File: src/rtl/pr_seq_pkg.sv
package pr_seq_pkg;

  localparam int unsigned WORD_W    = 32;
  localparam int unsigned NUM_COUNT = 4;
  localparam int unsigned PH_W      = $clog2(NUM_COUNT + 1);

  localparam logic [WORD_W-1:0] HDR_WORD = 32'h0000_A65C;
  localparam logic [WORD_W-1:0] PAD_WORD = 32'h0000_0000;

  typedef enum logic [31:0] {
    ST_NONE     = 32'd0,
    ST_IDLE     = 32'd1,
    ST_ARMED    = 32'd2,
    ST_LOADING  = 32'd3,
    ST_PASS     = 32'd4,
    ST_FAIL     = 32'd5,
    ST_WD_EARLY = 32'd6,
    ST_WD_LATE  = 32'd7
  } pr_state_e;

  // Expected count word for position idx of the magic sequence
  function automatic logic [WORD_W-1:0] count_word(input int unsigned idx);
    logic [WORD_W-1:0] w;
    case (idx)
      0:       w = 32'h0123_4567;
      1:       w = 32'h89AB_CDEF;
      2:       w = 32'h0246_8ACE;
      3:       w = 32'h1357_9BDF;
      default: w = '0;
    endcase
    return w;
  endfunction

  // Phase p (1..NUM_COUNT) expects count position p-1
  function automatic int unsigned phase_to_index(input logic [PH_W-1:0] ph);
    return (ph == '0) ? 0 : int'(ph) - 1;
  endfunction

  function automatic logic state_takes_words(input pr_state_e s);
    return (s == ST_ARMED) || (s == ST_LOADING);
  endfunction

endpackage

File: src/rtl/pr_word_match.sv
module pr_word_match
  import pr_seq_pkg::*;
(
  input  logic [WORD_W-1:0] word,
  input  logic [PH_W-1:0]   phase,
  output logic              is_pad,
  output logic              is_hdr,
  output logic              cnt_ok
);
  logic [WORD_W-1:0] expect_w;

  always_comb begin
    expect_w = count_word(phase_to_index(phase));
    is_pad   = (word == PAD_WORD);
    is_hdr   = (word == HDR_WORD);
    cnt_ok   = (phase != '0) && (word == expect_w);
  end

endmodule

File: src/rtl/pr_seq_fsm.sv
module pr_seq_fsm
  import pr_seq_pkg::*;
(
  input  logic              clk,
  input  logic              rst_n,
  input  logic              req_s,
  input  logic              word_vld,
  input  logic [WORD_W-1:0] word,
  output pr_state_e         state,
  output logic              ready,
  output logic              done,
  output logic              error,
  output logic              publish,
  output logic [WORD_W-1:0] cap_id
);
  pr_state_e         st_q, st_d;
  logic [PH_W-1:0]   ph_q, ph_d;
  logic              is_pad, is_hdr, cnt_ok;

  // named internal events
  logic take_word;
  logic ev_pad, ev_hdr, ev_bad_hdr;
  logic ev_id_take, ev_cnt_ok, ev_cnt_bad, ev_last_cnt;
  logic ev_wd_early, ev_wd_late;

  pr_word_match u_match (
    .word   (word),
    .phase  (ph_q),
    .is_pad (is_pad),
    .is_hdr (is_hdr),
    .cnt_ok (cnt_ok)
  );

  always_comb begin
    take_word   = req_s && word_vld && state_takes_words(st_q);
    ev_pad      = take_word && (st_q == ST_ARMED) && is_pad;
    ev_hdr      = take_word && (st_q == ST_ARMED) && is_hdr;
    ev_bad_hdr  = take_word && (st_q == ST_ARMED) && !is_hdr && !is_pad;
    ev_id_take  = take_word && (st_q == ST_LOADING) && (ph_q == '0);
    ev_cnt_ok   = take_word && (st_q == ST_LOADING) && cnt_ok;
    ev_cnt_bad  = take_word && (st_q == ST_LOADING) && (ph_q != '0) && !cnt_ok;
    ev_last_cnt = ev_cnt_ok && (ph_q == PH_W'(NUM_COUNT));
    ev_wd_early = !req_s && (st_q == ST_ARMED);
    ev_wd_late  = !req_s && (st_q == ST_LOADING);
  end

  always_comb begin
    st_d = st_q;
    ph_d = ph_q;
    case (st_q)
      ST_NONE: st_d = ST_IDLE;
      ST_IDLE: if (req_s) st_d = ST_ARMED;
      ST_ARMED: begin
        if (ev_wd_early)     st_d = ST_WD_EARLY;
        else if (ev_hdr)     begin st_d = ST_LOADING; ph_d = '0; end
        else if (ev_bad_hdr) st_d = ST_FAIL;
      end
      ST_LOADING: begin
        if (ev_wd_late)       st_d = ST_WD_LATE;
        else if (ev_id_take)  ph_d = PH_W'(1);
        else if (ev_last_cnt) st_d = ST_PASS;
        else if (ev_cnt_ok)   ph_d = ph_q + PH_W'(1);
        else if (ev_cnt_bad)  st_d = ST_FAIL;
      end
      ST_PASS, ST_FAIL: if (!req_s) st_d = ST_IDLE;
      ST_WD_EARLY, ST_WD_LATE: st_d = ST_IDLE;
      default: st_d = ST_IDLE;
    endcase
  end

  always_ff @(posedge clk or negedge rst_n) begin
    if (!rst_n) begin
      st_q   <= ST_NONE;
      ph_q   <= '0;
      cap_id <= '0;
    end else begin
      st_q <= st_d;
      ph_q <= ph_d;
      if (ev_id_take) cap_id <= word;
    end
  end

  assign state   = st_q;
  assign ready   = (st_q == ST_IDLE) || state_takes_words(st_q);
  assign done    = (st_q == ST_PASS);
  assign error   = (st_q == ST_FAIL);
  assign publish = ev_cnt_ok && (ph_q == PH_W'(1));

  // filler keeps the block armed
  p_pad_stays_r2: assert property (@(posedge clk) disable iff (!rst_n)
    ev_pad |=> (st_q == ST_ARMED));
  // header opens loading
  p_hdr_loads_r3: assert property (@(posedge clk) disable iff (!rst_n)
    ev_hdr |=> (st_q == ST_LOADING) && (ph_q == '0));
  // wrong header word fails the session
  p_bad_hdr_r4: assert property (@(posedge clk) disable iff (!rst_n)
    ev_bad_hdr |=> error);
  // wrong count word fails the session
  p_bad_cnt_r5: assert property (@(posedge clk) disable iff (!rst_n)
    ev_cnt_bad |=> error);
  // last count word finishes the session
  p_last_cnt_r6: assert property (@(posedge clk) disable iff (!rst_n)
    ev_last_cnt |=> done);
  // early withdrawal
  p_wd_early_r8: assert property (@(posedge clk) disable iff (!rst_n)
    ev_wd_early |=> (st_q == ST_WD_EARLY));
  // late withdrawal
  p_wd_late_r9: assert property (@(posedge clk) disable iff (!rst_n)
    ev_wd_late |=> (st_q == ST_WD_LATE));
  // withdrawal outcomes last one cycle
  p_wd_brief_r9: assert property (@(posedge clk) disable iff (!rst_n)
    ((st_q == ST_WD_EARLY) || (st_q == ST_WD_LATE)) |=> (st_q == ST_IDLE));
  // no strobe, no progress
  p_no_vld_hold_r11: assert property (@(posedge clk) disable iff (!rst_n)
    (state_takes_words(st_q) && req_s && !word_vld) |=> ($stable(st_q) && $stable(ph_q)));
  // terminal outcomes hold while requested
  p_end_hold_r12: assert property (@(posedge clk) disable iff (!rst_n)
    ((done || error) && req_s) |=> $stable(st_q));
  // flags never overlap
  p_flags_excl_r1: assert property (@(posedge clk) disable iff (!rst_n)
    $onehot0({ready, done, error}));

endmodule

File: config.mk
export PLATFORM = sky130hd
export DESIGN_NAME = pr_seq_fsm
export DESIGN_NICKNAME = d
export VERILOG_FILES = /design/src/rtl/pr_seq_pkg.sv /design/src/rtl/pr_word_match.sv /design/src/rtl/pr_seq_fsm.sv
export SDC_FILE = /design/constraint.sdc
export NUM_CORES = 1
export LEC_CHECK = 0
export ABC_AREA = 1
export BUFFER_PORTS_ARGS = -buffer_cell sky130_fd_sc_hd__buf_2
export CORE_UTILIZATION = 25
export CTS_CLUSTER_DIAMETER = 120
export CTS_CLUSTER_SIZE = 30
export DETAILED_ROUTE_END_ITERATION = 10
export PLACE_DENSITY = 0.57
export SYNTH_ARGS = -nofsm -noshare
export SYNTH_HDL_FRONTEND = slang
export SYNTH_HIERARCHICAL = 1
export SYNTH_SLANG_ARGS = --single-unit
export TNS_END_PERCENT = 5
File: constraint.sdc
create_clock -name clk -period 2.39 [get_ports clk]
set_input_delay 0.478 -clock clk [delete_from_list [all_inputs] [get_ports clk]]
set_output_delay 0.478 -clock clk [all_outputs]
set_load 0.01 [all_outputs]
* After elaboration in Yosys (flattened, before gate mapping)
Index checks and enable logic that the tools add are counted.
** Word-level totals
- Input bits :: 36
- Register bits after elaboration :: 67
- Word-level logic and storage cells :: 78
- Output and inout bits :: 68
** Cells by class
- Reductions and logical operators :: 30
- Muxes and demuxes :: 20
- Add/sub/neg operators :: 2
- Equal/unequal tests :: 23
** Operators with widths (number)
- 2-to-1 mux 32 bit :: 11
- case mux 32 bit (4 select lines) :: 2
- == test 32 x 2 -> 1 bit, second input constant :: 4
- == test 32 x 1 -> 1 bit, second input constant :: 2
- == test 32 x 3 -> 1 bit, second input constant :: 2
- zero test 32 bit :: 2
- == test 32 x 16 -> 1 bit, second input constant :: 1
- == test 32 bit :: 1
- 2-to-1 mux 3 bit :: 6
- logical AND 1 bit :: 16
- inequality test 4 bit, second input constant :: 3
- AND reduction 6 bit :: 2
- inequality test 2 bit, second input constant :: 5
- inequality test 3 bit, second input constant :: 3
- case mux 3 bit (2 select lines) :: 1
- zero test 1 bit :: 4
- subtractor 3 x 1 -> 4 bit, second input constant :: 1
- adder 3 x 1 -> 3 bit, second input constant :: 1
- == test 3 x 1 -> 1 bit, second input constant :: 1
- == test 3 bit, second input constant :: 1
- zero test 3 bit :: 1
- nonzero test 3 bit :: 1
- logical OR 1 bit :: 2
- nonzero test 2 bit :: 1
- OR reduction 2 bit :: 1

* Depth between registers and ports, before layout
- Depth after elaboration :: 14
- Depth in mapped cells :: 17
- Mapped depth without buffers :: 17

* Cells and area by module
The synthesis kept the hierarchy.
** By module, submodules not included
- pr_seq_fsm :: seq. area each 950.9 um2, cells each 262, area each 2115.8 um2, instances 1
- pr_word_match :: seq. area each 0.0 um2, cells each 129, area each 614.3 um2, instances 1

* Worst setup path after synthesis
No wires, ideal clock.
- Path kind :: reg-to-output
- Start point :: register ph_q[1]
- End point :: output publish
- Required time :: 1.912 ns
- Stages on the path, launching flop included :: 12
- Slack :: 0.292 ns
- Buffers on the path :: 0
- Arrival :: 1.620 ns
- Cell sequence :: dfrtp_1 > nor2_2 > nand2_2 > nand2_1 > nand2_1 > nor2_1 > nand2_1 > nor2_1 > nand2_1 > nor2_1 > nand3_1 > nor2_1
** On the way
- Longest elaborated chain between the ends :: 8
- Elaborated cells on any way between the ends :: 14
- Classes of those cells :: 1 x add/sub; 5 x eq/ne; 2 x mux; 6 x reduce/logical
** Ends and longest elaborated chain
- start, declared :: line pr_seq_fsm.sv:17 : logic [PH_W-1:0] ph_q, ph_d;
- start signal, assigned :: line pr_seq_fsm.sv:78 : ph_q <= ph_d;
- subtractor 3 x 1 -> 4 bit or zero test 3 bit (tied branches) :: line pr_seq_pkg.sv:36 : return (ph == '0) ? 0 : int'(ph) - 1;
- 2-to-1 mux 32 bit :: line pr_seq_pkg.sv:36
- == test 32 x 2 -> 1 bit, or another cell as far along :: line pr_seq_pkg.sv:24 : case (idx)
- case mux 32 bit (4 select lines) :: line pr_seq_pkg.sv:24
- == test 32 bit :: line pr_word_match.sv:16 : cnt_ok = (phase != '0) && (word == expect_w);
- logical AND 1 bit (*) :: line pr_word_match.sv:16
- net cnt_ok :: line pr_seq_fsm.sv:18 : logic is_pad, is_hdr, cnt_ok;
- logical AND 1 bit (*) :: line pr_seq_fsm.sv:40 : ev_cnt_ok = take_word && (st_q == ST_LOADING) && cnt_ok;
- logical AND 1 bit (*) :: line pr_seq_fsm.sv:87 : assign publish = ev_cnt_ok && (ph_q == PH_W'(1));
- end, declared :: line pr_seq_fsm.sv:13 : output logic publish,
The timed path passes the listed nets; every way through them passes the cells marked *.

* Worst setup path after layout
- Start point :: register ph_q[0]
- End point :: output publish
Same word-level chain as after synthesis.

==> results by group <==
Routing
  – Starting DRC count in detailed routing: 227
  – Final WL: 7320 um
  – Drt drc: 0
  – DRT Pass-1 Iters: 4
  – Wire length per cell: 12.0 um
  – Post-route ant nets: 0
  – Vias/cell: 4.23
  – Vias: 2576

Layout
  – Final core utilization: 0.318
  – # diodes: 0
  – Multi-input gate area: 1380 sq um
  – Share of post-route cells with drive strength above 1: 0.285
  – Fill cell count: 1181
  – FF+latch area: 953 sq um
  – Synth-to-Final Area Change: 21.8%
  – Commonest non-fill, non-tap cells in the layout: nand2_1, buf_2, inv_1
  – Leading cell type in the layout, fill and taps excluded: nand2_1
  – # nets final: 511

Setup path
  – Slowest CP cell: dfrtp_2
  – CP Capture Type: output port
  – Critical path, cell by cell: o21ai_4 -> nand2_4 -> nand2_1 -> nand2_1 -> nor2_1 -> nand3_1 -> nor2_2 -> nand3_2 -> nor2_2 -> buf_2
  – Required time of the critical path: 1.91 ns
  – Maximum fanout along the worst path: 6
  – Crit path kind: reg -> out
  – Startpoint Class: register
  – CP peak stage delay: 0.49 ns
  – WP data arrival: 1.99 ns

Logic synthesis
  – Post-Synth Simple-Gate Area: 0.328
  – Adder-Cell Fraction of Synth Area: 0.0137
  – Post-synthesis mux area share: 0
  – Post-synthesis sequential area ratio: 0.348
  – Gate Count Post-Synth: 391
  – Number of synthesized register bits: 38
  – Syn_area_per_cell: 6.98 sq um
  – Yosys cell types: 30
  – Yosys warning total: 6
  – Xor and xnor area share after synthesis: 0.00321
  – Main combinational cell family by area after synthesis: simple AND/OR/NAND/NOR gates
  – Mapped Area: 2730 sq um
  – Synth Area in Compound Gates: 0.104

Placement
  – Port bufs: 74
  – DPL Wire Length: 5700 um
  – Routability cong.: 0.848

Timing
  – Fmax: 405 MHz
  – Fin crit period: 2.47 ns
  – Final period util: 1.03
  – Worst Slack Setup Final: -0.0775 ns
  – Max-slew violations: 0
  – Max-slew headroom: 0.415
  – Worst-Margin Slew: 0.877 ns
  – Setup_tns: -0.0775 ns
  – Setup repair after global routing missed its margin: yes
  – Endpoints failing setup: 1
  – Final setup skew: 0.00647 ns
  – Hold Fails Final Rpt: 0

Die
  – Die height: 107 um
  – Top Ports: 104
  – Rows: 37
  – Die X: 107 um
  – Initial core utilization: 0.261
  – Core footprint: 10500 sq um
  – Die area: 11300 sq um

Power
  – Peak supply drop: 0.263 mV
  – PD cells: 909 nW/um^2
  – Leak: 0.00189 uW

Clock tree
  – Root Driver: clkbuf_8
  – CTS max path bufs: 2
  – # H-tree levels: 2
  – CTS Sinks: 38
  – Latest clock arrival within the worst-skew pair: 0.30 ns
  – CTS Buf Count: 5
  – CTS hold repair buffers: 0
  – CTS tree: built
  – Worst-path clk slew: 0.08 ns

Status
  – Run status: finished, violations left
  – Failing checks: negative setup slack

Hold path
  – Hold crit path type: in -> async

Flow run
  – Max cap viols: 0

GRT
  – Vias in the first global route: 2441
  – First-pass GRT wire length: 11800 um
  – Tot GR Track Use: 0.133
  – Overflow after GRT: 0
  – Antenna violations before repair: 0
  – Pin count of the biggest net entering global routing: 41
[report_power, final]
| part | switching, uW | total (uW) | internal, uW |
|---|---|---|---|
| combinational | 789 | 1330 | 546 |
| clock | 243 | 535 | 292 |
| sequential | 205 | 1150 | 947 |
[state kept, by name, summed over array words and instances (netlist names)]
| register | count |
|---|---|
| cap_id | 32 |
| ph_q | 3 |
| state | 3 |
[area by class of cell]
cell class / instances / area share
multi-input combinational: 274 / 0.414
sequential: 38 / 0.287
timing repair buffer: 83 / 0.135
inverter: 70 / 0.0790
tap: 136 / 0.0512
clock buffer: 8 / 0.0331
[cell families (layout without fill, tap and decap cells)]
group,after synthesis,in the layout
simple gates,196,196
fa+ha+maj,3,3
buf+inv,107,161
flops,38,38
other cells,1,29
xor+xnor,1,1
compound gates,45,45
[synthesized netlist by cell type]
cell type / number / area [sq um]
o21ai_2: 14 / 123
buf_4: 29 / 218
nand2_2: 6 / 37.5
dfrtp_1: 38 / 951
a21oi_1: 3 / 15.0
nor4_1: 6 / 37.5
nand3b_1: 2 / 15.0
clkinv_1: 1 / 3.75
nor2_1: 37 / 139
xor2_1: 1 / 8.76
nand3_2: 2 / 20.0
nand3_1: 23 / 115
or2_2: 2 / 12.5
nor3_1: 1 / 5.00
inv_1: 66 / 248
inv_2: 3 / 11.3
nor2_2: 2 / 12.5
nand3b_2: 1 / 11.3
buf_6: 5 / 56.3
nand4_1: 10 / 62.6
conb_1: 1 / 3.75
o21ai_0: 5 / 25.0
buf_2: 2 / 10.0
nand2_1: 99 / 372
o211ai_1: 2 / 15.0
nor2_4: 1 / 11.3
ha_1: 3 / 37.5
o21ai_1: 21 / 105
clkbuf_1: 1 / 3.75
nand2_4: 4 / 45.0
[worst max-delay path, delay by kind of cell (launching register included)]
kind | cells | cell delay [ns]
DFF | 1 | 0.49
buffers and inverters | 1 | 0.13
AOI/OAI and AO/OA | 1 | 0.25
and+or+nand+nor | 8 | 0.80
[stage by stage]
step | setup slack [ns] | cells | power [uW] | hold WS (ns) | area, sq um
finish | -0.0775 | 609 | 3020 | 0.287 | 3320
global route | -0.242 | 609 | 3290 | 0.378 | 3320
CTS | -0.0958 | 609 | 3050 | 0.335 | 3300
detailed placement | 0.0679 | 599 | 2480 | 0.465 | 3150
global placement | 0.0724 | 599 | 2450 | 0.460 | 3150
floorplan | 0.292 | 419 | 1990 | 0.182 | 2840
[layer usage]
layer / global-route usage / wire, um
met3: 0.0215 / 365
met2: 0.237 / 3600
met1: 0.161 / 3190
met5: 0 / 0
met4: 0.0479 / 161
[final timing paths]
path | from | endpoint | slack, ns | cells past startpoint
worst max-delay path | ph_q[0] | publish | -0.08 | 10
worst min-delay path | rst_n | cap_id[13] | 0.29 | 1
worst max register to register | ph_q[0] | state[0] | 0.17 | 16
worst min register to register | cap_id[17] | cap_id[17] | 0.48 | 2
max in group asynchronous | rst_n | ph_q[1] | 1.50 | 1
min in group clk | word[11] | cap_id[11] | 0.42 | 3
[timing repair]
action / 4_1_cts / 5_1_grt
setup endpoints to repair: 1 / 4
buffers inserted: 2 / 0
gates resized for setup: 8 / 5
pin swaps: 8 / 7
cloned: 0 / 0
endpoints found under the hold margin: 0 / 0
Power figures use the tool's default switching activity.
